File: src/rtl/otpr_pkg.sv
package otpr_pkg;
  typedef enum logic [1:0] {
    ST_IDLE  = 2'd0,
    ST_ARMED = 2'd1,
    ST_BUSY  = 2'd2
  } otpr_state_e;

  localparam logic [7:0] CMD_ARM       = 8'hC0;
  localparam logic [7:0] CMD_CLR_ERR   = 8'h50;
  localparam logic [7:0] CMD_SHOW_ARR  = 8'hFF;
  localparam logic [7:0] CMD_SHOW_STAT = 8'h70;

  localparam int STAT_READY_BIT = 7;
  localparam int STAT_ERR_BIT   = 4;
endpackage

File: src/rtl/otpr_seq.sv
module otpr_seq
  import otpr_pkg::*;
#(
  parameter int AW       = 8,
  parameter int DW       = 16,
  parameter int PROG_LAT = 4
) (
  input  logic          clk,
  input  logic          rst_n,
  input  logic          bus_we,
  input  logic [AW-1:0] bus_addr,
  input  logic [DW-1:0] bus_wdata,
  input  logic          fault,
  output logic          armed,
  output logic          busy,
  output logic          commit,
  output logic          show_status,
  output logic [AW-1:0] lat_addr,
  output logic [DW-1:0] lat_data,
  output logic [DW-1:0] stat_word
);
  localparam int CW = (PROG_LAT < 2) ? 1 : $clog2(PROG_LAT);
  localparam logic [CW-1:0] CNT_LOAD = CW'(PROG_LAT - 1);

  otpr_state_e   st_q, st_d;
  logic [CW-1:0] cnt_q, cnt_d;
  logic          mode_q, mode_d;
  logic          err_q, err_d;
  logic          lat_en;

  always_comb begin
    st_d   = st_q;
    cnt_d  = cnt_q;
    mode_d = mode_q;
    err_d  = err_q;
    lat_en = 1'b0;
    unique case (st_q)
      ST_IDLE: begin
        if (bus_we) begin
          unique case (bus_wdata[7:0])
            CMD_ARM:       st_d   = ST_ARMED;
            CMD_CLR_ERR:   err_d  = 1'b0;
            CMD_SHOW_ARR:  mode_d = 1'b0;
            CMD_SHOW_STAT: mode_d = 1'b1;
            default:       st_d   = ST_IDLE;
          endcase
        end
      end
      ST_ARMED: begin
        if (bus_we) begin
          lat_en = 1'b1;
          st_d   = ST_BUSY;
          cnt_d  = CNT_LOAD;
          mode_d = 1'b1;
        end
      end
      ST_BUSY: begin
        if (cnt_q == '0) begin
          st_d  = ST_IDLE;
          err_d = err_q | fault;
        end else begin
          cnt_d = cnt_q - 1'b1;
        end
      end
      default: st_d = ST_IDLE;
    endcase
  end

  always_ff @(posedge clk or negedge rst_n) begin
    if (!rst_n) begin
      st_q   <= ST_IDLE;
      cnt_q  <= '0;
      mode_q <= 1'b0;
      err_q  <= 1'b0;
    end else begin
      st_q   <= st_d;
      cnt_q  <= cnt_d;
      mode_q <= mode_d;
      err_q  <= err_d;
    end
  end

  always_ff @(posedge clk or negedge rst_n) begin
    if (!rst_n) begin
      lat_addr <= '0;
      lat_data <= '1;
    end else if (lat_en) begin
      lat_addr <= bus_addr;
      lat_data <= bus_wdata;
    end
  end

  assign armed       = (st_q == ST_ARMED);
  assign busy        = (st_q == ST_BUSY);
  assign commit      = busy && (cnt_q == '0);
  assign show_status = mode_q;

  always_comb begin
    stat_word                 = '0;
    stat_word[STAT_READY_BIT] = ~busy;
    stat_word[STAT_ERR_BIT]   = err_q;
  end
endmodule

File: src/rtl/otpr_map.sv
module otpr_map #(
  parameter int AW          = 8,
  parameter int SMALL_WORDS = 4,
  parameter int SEG_WORDS   = 8,
  parameter int SEG_CNT     = 16
) (
  input  logic [AW-1:0] addr,
  input  logic [1:0]    lock_n,
  output logic          fault
);
  localparam int DATA_WORDS = SMALL_WORDS + SEG_CNT * SEG_WORDS;
  localparam logic [AW-1:0] LAST_A  = AW'(DATA_WORDS);
  localparam logic [AW-1:0] GROUPA_END = AW'(SMALL_WORDS + SEG_WORDS);

  logic in_range;
  logic is_lock_word;
  logic guarded;

  always_comb begin
    in_range     = (addr <= LAST_A);
    is_lock_word = (addr == '0);
    guarded      = (addr <= GROUPA_END) ? ~lock_n[0] : ~lock_n[1];
    fault        = ~in_range | (~is_lock_word & guarded);
  end
endmodule

File: src/rtl/otpr_store.sv
module otpr_store #(
  parameter int AW    = 8,
  parameter int DW    = 16,
  parameter int WORDS = 132
) (
  input  logic          clk,
  input  logic          rst_n,
  input  logic          we,
  input  logic [AW-1:0] wr_addr,
  input  logic [DW-1:0] wr_data,
  input  logic [AW-1:0] rd_addr,
  output logic [DW-1:0] rd_word,
  output logic [1:0]    lock_n
);
  localparam logic [AW-1:0] LAST_A = AW'(WORDS);

  logic [DW-1:0] view [WORDS+1];

  for (genvar g = 0; g <= WORDS; g++) begin : g_word
    if (g == 0) begin : g_lock
      logic [1:0] lk_q, lk_d;
      logic       lk_en;
      always_comb begin
        lk_en = we && (wr_addr == AW'(0));
        lk_d  = lk_q & wr_data[1:0];
      end
      always_ff @(posedge clk or negedge rst_n) begin
        if (!rst_n)     lk_q <= '1;
        else if (lk_en) lk_q <= lk_d;
      end
      assign view[g] = {{(DW-2){1'b1}}, lk_q};
    end else begin : g_data
      logic [DW-1:0] q, d;
      logic          en;
      always_comb begin
        en = we && (wr_addr == AW'(g));
        d  = q & wr_data;
      end
      always_ff @(posedge clk or negedge rst_n) begin
        if (!rst_n)  q <= '1;
        else if (en) q <= d;
      end
      assign view[g] = q;
    end
  end

  assign lock_n  = view[0][1:0];
  assign rd_word = (rd_addr <= LAST_A) ? view[rd_addr] : '1;
endmodule

File: src/rtl/otp_prog_reg.sv
module otp_prog_reg #(
  parameter int AW          = 8,
  parameter int DW          = 16,
  parameter int SMALL_WORDS = 4,
  parameter int SEG_WORDS   = 8,
  parameter int SEG_CNT     = 16,
  parameter int PROG_LAT    = 4
) (
  input  logic          clk,
  input  logic          rst_n,
  input  logic          bus_we,
  input  logic [AW-1:0] bus_addr,
  input  logic [DW-1:0] bus_wdata,
  input  logic [AW-1:0] rd_addr,
  output logic [DW-1:0] rd_data
);
  localparam int DATA_WORDS = SMALL_WORDS + SEG_CNT * SEG_WORDS;

  logic [1:0]    rst_sync_q;
  logic          rst_n_s;
  logic          armed, busy, commit, show_status, fault, store_we;
  logic [AW-1:0] lat_addr;
  logic [DW-1:0] lat_data, stat_word, rd_word;
  logic [1:0]    lock_n;

  always_ff @(posedge clk or negedge rst_n) begin
    if (!rst_n) rst_sync_q <= 2'b00;
    else        rst_sync_q <= {rst_sync_q[0], 1'b1};
  end
  assign rst_n_s = rst_sync_q[1];

  otpr_seq #(.AW(AW), .DW(DW), .PROG_LAT(PROG_LAT)) u_seq (
    .clk(clk), .rst_n(rst_n_s), .bus_we(bus_we), .bus_addr(bus_addr),
    .bus_wdata(bus_wdata), .fault(fault), .armed(armed), .busy(busy),
    .commit(commit), .show_status(show_status), .lat_addr(lat_addr),
    .lat_data(lat_data), .stat_word(stat_word)
  );

  otpr_map #(.AW(AW), .SMALL_WORDS(SMALL_WORDS), .SEG_WORDS(SEG_WORDS),
             .SEG_CNT(SEG_CNT)) u_map (
    .addr(lat_addr), .lock_n(lock_n), .fault(fault)
  );

  assign store_we = commit & ~fault;

  otpr_store #(.AW(AW), .DW(DW), .WORDS(DATA_WORDS)) u_store (
    .clk(clk), .rst_n(rst_n_s), .we(store_we), .wr_addr(lat_addr),
    .wr_data(lat_data), .rd_addr(rd_addr), .rd_word(rd_word), .lock_n(lock_n)
  );

  assign rd_data = show_status ? stat_word : rd_word;
endmodule

File: config.mk
export PLATFORM = sky130hd
export DESIGN_NAME = otp_prog_reg
export DESIGN_NICKNAME = d
export VERILOG_FILES = /design/src/rtl/otpr_pkg.sv /design/src/rtl/otpr_seq.sv /design/src/rtl/otpr_map.sv /design/src/rtl/otpr_store.sv /design/src/rtl/otp_prog_reg.sv
export SDC_FILE = /design/constraint.sdc
export NUM_CORES = 2
export LEC_CHECK = 0
export BUFFER_PORTS_ARGS = -buffer_cell sky130_fd_sc_hd__buf_2
export CAP_MARGIN = 10
export CORE_ASPECT_RATIO = 1.75
export CORE_MARGIN = 4
export CORE_UTILIZATION = 65
export CTS_BUF_LIST = sky130_fd_sc_hd__clkbuf_8
export DETAILED_ROUTE_END_ITERATION = 8
export PLACE_DENSITY = 0.81
export SYNTH_ARGS = -nofsm -noshare
export SYNTH_HDL_FRONTEND = slang
export SYNTH_SLANG_ARGS = --single-unit
export TNS_END_PERCENT = 1
File: constraint.sdc
create_clock -name clk -period 73.2 [get_ports clk]
set_input_delay 0 -clock clk [delete_from_list [all_inputs] [get_ports clk]]
set_output_delay 0 -clock clk [all_outputs]
set_load 0.05 [all_outputs]
=== After elaboration in Yosys (flattened, before gate mapping) ===
Cells that the tools add are included.

* Output and inout bits: 16
* Flip-flop bits (word level): 2,146
* Logic and storage cells: 603

* Add/subtract/negate cells: 1
* Order comparisons: 4
* Equal/unequal tests: 145
* Reductions and logical operators: 145
* Bitwise operators: 144
* Multiplexer cells: 24

{| class="wikitable"
|+ Operators by type and width
! kind !! number
|-
| $and 16x16->16 || 132
|-
| $eq 8x7->1 const B || 66
|-
| $eq 8x6->1 const B || 32
|-
| $logic_and 1x1->1 || 134
|-
| $bmux 16 s8 || 1
|-
| $eq 8x5->1 const B || 16
|-
| $eq 8x4->1 const B || 8
|-
| $mux 16 || 4
|-
| $eq 8x8->1 const B || 7
|-
| $eq 8x3->1 const B || 4
|-
| $eq 8x2->1 const B || 2
|-
| $le 8x8->1 const B || 2
|-
| $ne 2x2->1 const B || 6
|-
| $reduce_and 4->1 || 3
|-
| $mux 2 || 5
|-
| $ge 9x9->1 const B || 1
|-
| $not 8->9 || 1
|-
| $eq 8x1->1 const B || 1
|-
| $le 8x4->1 const B || 1
|-
| $logic_not 8->1 || 1
|-
| $mux 1 || 8
|-
| $pmux 2 s2 || 2
|-
| $not 1->1 || 6
|-
| $pmux 1 s2 || 3
|-
| other kinds (12) || 17
|}

=== Depth between registers and ports, before layout ===
* Word-level depth: 7
* Depth in mapped cells: 13

=== Hierarchy ===
A second synthesis with hierarchy kept.

* Cells, all modules: 6,704
* Area total of the unflattened synthesis: 94,257.9 µm²

{| class="wikitable"
|+ By module, submodules not included
! module !! seq. area each (µm²) !! cells each !! instances !! area each (µm²)
|-
| otpr_store || 55,545.8 || 6,569 || 1 || 92,389.9
|-
| otpr_seq || 770.7 || 101 || 1 || 1,467.7
|-
| otp_prog_reg || 50.0 || 22 || 1 || 309.0
|-
| otpr_map || 0.0 || 12 || 1 || 91.3
|}

=== Least setup slack after synthesis ===
Ideal clock, no wire load.

* Path type: input to output
* From: input port rd_addr[0]
* To: output port rd_data[2]
* Stages: 11
* Arrival: 4.104 ns
* Required time: 73.200 ns
* Setup slack: 69.096 ns
* Path buffers: 7
* Cell sequence: buf_2 -> buf_6 -> buf_6 -> buf_6 -> buf_6 -> buf_6 -> buf_4 -> o2111ai_1 -> a221oi_1 -> a2111oi_0 -> a2111oi_0

* Word-level cells in the longest chain between the ends: 6
* Elaborated cells on any way between the ends: 7

{| class="wikitable"
|+ Ends and longest elaborated chain
! what !! line !! text
|-
| from (decl) || otp_prog_reg.sv:14 || <nowiki>input logic [AW-1:0] rd_addr,</nowiki>
|-
| $not 8->9 (implied by the code) || otpr_store.sv:48 || <nowiki>assign rd_word = (rd_addr <= LAST_A) ? view[rd_addr] : '1;</nowiki>
|-
| $bmux 16 s8 || otpr_store.sv:48 ||
|-
| $mux 16 (implied by the code) (2 in a row) || otpr_store.sv:48 ||
|-
| $mux 16 (*) || otpr_store.sv:48 ||
|-
| $mux 16 (*) || otp_prog_reg.sv:51 || <nowiki>assign rd_data = show_status ? stat_word : rd_word;</nowiki>
|-
| to (decl) || otp_prog_reg.sv:15 || <nowiki>output logic [DW-1:0] rd_data</nowiki>
|}

Every way passes the cells marked *; elsewhere a longest branch is shown, timed or not. The select of a mux whose other input is x is not followed.

==> results.yml <==
status:
  status: "complete, no violations"
setup_path:
  path_buf_inv: 6
  crit_family: "buffers and inverters"
  critical_path_class: "reg2async"
  critPathArrivalTime_ns: 7.71
  worstPathRequired_ns: 74.28
  worst_path_most_repeated_cell: "buf_4"
  cp-end-kind: "asynchronous set/reset pin"
  crit_slowest_cell: "dfrtp_4"
  worstPathCellList: "buf_4 -> buf_4 -> buf_4 -> buf_4 -> buf_4 -> buf_4"
  crit_path_max_fanout: 93
  worstSetupStartpointType: "flop"
  slowest_delay_ns: 1.11
floorplanning:
  initial_core_util_pct: 65.6
  die_w_microns: 293
  core-area_sq_um: 141000
  die_area_sq_um: 149000
  rows: 182
  die_y_microns: 507
  io_pins: 51
power_and_ir_drop:
  leakage_nw: 36.6
  peakVddDrop_mv: 0.0214
  powerDensity_nw_per_um2: 23.9
layout:
  fin_area_sq_um: 100000
  drive_above_1_share_pct: 52.9
  area.growth.synth_to_final_pct: 8.37
  instances_no_fill: 8203
  finalNetCount: 6178
  fillers: 8621
global_route:
  grtUsageMet1_pct: 45.1
  met3_usage_pct: 8.76
  busiest_layer: "met2"
  track_usage_pct: 34.7
  antenna_found_initial: 12
  grt_pass1_wl_mm: 392
  grtUsageMet2_pct: 54.5
  grt-ovfl-total: 0
  grt_max_degree: 145
  grt_pass1_vias: 62449
yosys:
  synth.top_cell.area_share_pct: 60.5
  synth_edf_count: 0
  avgSynthCellArea_sq_um: 15.0
  synth_ff_type: "dfstp_2"
  syn_nets: 6219
  synthTopCellsByCount: "dfstp_2 (2130), a21boi_0 (2066), mux4_2 (538)"
  synth_most_common_cell: "dfstp_2"
  seq_area_frac_synth_pct: 60.9
  synth.area.top_cells: "dfstp_2 (60%), a21boi_0 (17%), mux4_2 (13%)"
  yosys_warnings: 0
  synth_seq_cells: 2146
  synthCells: 6183
  synth_top_cell_by_area: "dfstp_2"
  synth.cell_area_sq_um: 92500
  synthArstFlopShare_pct: 100
  yosysUniqueCellTypes: 66
place:
  place_congestion: 0.824
  post-dp-hpwl_mm: 134
  dp_slack_ns: 66.35
  place_inst: 7620
  port_buffers: 50
  postPlaceCellArea_sq_um: 93700
clock_network:
  cts.sinks: 2146
  cts_buffer_depth: 4
  ctsResizeCount: 0
  clk_latency_ns: 1.01
  path_clk_slew_ns: 0.07
  htree_num_levels: 5
  ctsRootBufferMaster: "clkbuf_8"
  cts_tree: "yes"
  cts_buffers: 304
sta:
  tightestPinTransition_ns: 1.26
  whs_ns: 0.180
  relSlewSlack_pct: 14.9
  finalCritPeriodShare_pct: 9.06
  fmax_ghz: 0.151
  tns_ns: 0
  fin_worst_skew_ns: 0.0571
  drv_slew: 0
  setup_viol: 0
  setup_slack_ns: 66.57
  rsz0062_at_grt: "no"
  hold_viol_final: 0
  period_needed_ns: 6.63
detailed_routing:
  wl_per_cell_microns: 30.9
  postRouteWirelength_mm: 253
  drt-initial-drc-count: 5411
  drt_pre_antenna_iters: 6
  vias: 57912
  drc: 0
  antenna_left: 0
  viasPerCell: 7.06
hold_path:
  hold_path.class: "in2reg"
flow_run:
  maxCapViolations: 0
## flip-flops by register name, indices dropped and copies added, names as in the netlist
name / cells
u_store.g_word.g_data.q: 2112
u_seq.lat_data: 16
u_seq.lat_addr: 8
rst_sync_q: 2
u_seq.cnt_q: 2
u_seq.st_q: 2
u_store.lock_n: 2
u_seq.err_q: 1
u_seq.show_status: 1
## power breakdown
part	leakage (nW)	internal [mW]	switching, mW
combinational	11.0	0.0405	0.165
clock	3.43	0.490	0.452
sequential	22.1	1.20	0.0464
total	36.6	1.73	0.663
## path summary, 6_finish.rpt
| kind | slack, ns | end | startpoint | cells past startpoint |
|---|---|---|---|---|
| max | 66.57 | u_store.g_word[14].g_data.q[14] | rst_sync_q[1] | 6 |
| min | 0.18 | u_seq.show_status | bus_wdata[6] | 5 |
| max reg2reg | 66.57 | u_store.g_word[14].g_data.q[14] | rst_sync_q[1] | 6 |
| min reg2reg | 0.35 | rst_sync_q[1] | rst_sync_q[0] | 0 |
| max in group clk | 67.78 | rd_data[2] | rd_addr[0] | 11 |
| min in group asynchronous | 0.39 | rst_sync_q[0] | rst_n | 4 |
## placed cells by master (no fill, tap or decap), types with 10 or more instances in the layout
cell,count
a21boi_0,2066
mux2_2,54
nand2b_1,14
mux2i_1,151
buf_12,12
mux4_2,538
a22oi_1,31
nor3_2,11
a21boi_1,49
buf_2,45
clkbuf_8,381
dfstp_2,2130
o221ai_1,14
nor3_1,13
nand2_1,58
o22ai_1,13
o2111ai_1,10
dfrtp_1,15
o21ai_0,27
clkinv_2,34
a21oi_1,32
a221oi_1,24
dlygate4sd3_1,55
nor2_1,180
nor2b_1,26
inv_1,93
a22o_1,15
buf_4,105
## through the flow
stage | utilization (%) | power [mW]
floorplan | - | 1.35
global placement | 66.5 | 1.46
detailed placement | 66.5 | 1.46
CTS | 71.1 | 2.40
global route | 71.1 | 2.47
finish | 71.1 | 2.40
## cell families after synthesis
kind of cell / after synthesis / share of synthesized area [%]
fa+ha+maj: 1 / 0.0135
buf+inv: 582 / 2.83
simple gates: 356 / 1.77
mux: 743 / 15.4
compound gates: 2354 / 19.1
other cells: 1 / 0.00405
flops: 2146 / 60.9
## layout make-up
cell class / count / area (sq um) / share of cell area (%)
Sequential cell: 2146 / 56400 / 56.2
Antenna cell: 8 / 20.0 / 0.0200
Clock buffer: 381 / 5240 / 5.23
Multi-Input combinational cell: 3455 / 33700 / 33.6
Tap cell: 1840 / 2300 / 2.30
Clock inverter: 138 / 779 / 0.777
Timing Repair Buffer: 222 / 1870 / 1.86
Inverter: 13 / 48.8 / 0.0487
## timing repair
item / in CTS / in global routing
hold buffers: 55 / 0
hold endpoints to repair: 30 / 0
buffers inserted: 0 / 0
## routing by layer
metal	part of all wire, %	wire length (microns)	vias up
met1	37	93400	31222
met2	48	121000	2979
met4	6.2	15600	6
met5	0.015	39	-
li1	-	-	22879
met3	9.0	22700	826
## tightest hold or removal path: cells and delay by family
family,cells,cell delay [ns]
buffers and inverters,2,0.70
AOI/OAI and AO/OA,3,0.42
Note: power is estimated with default switching activity, not from simulation.
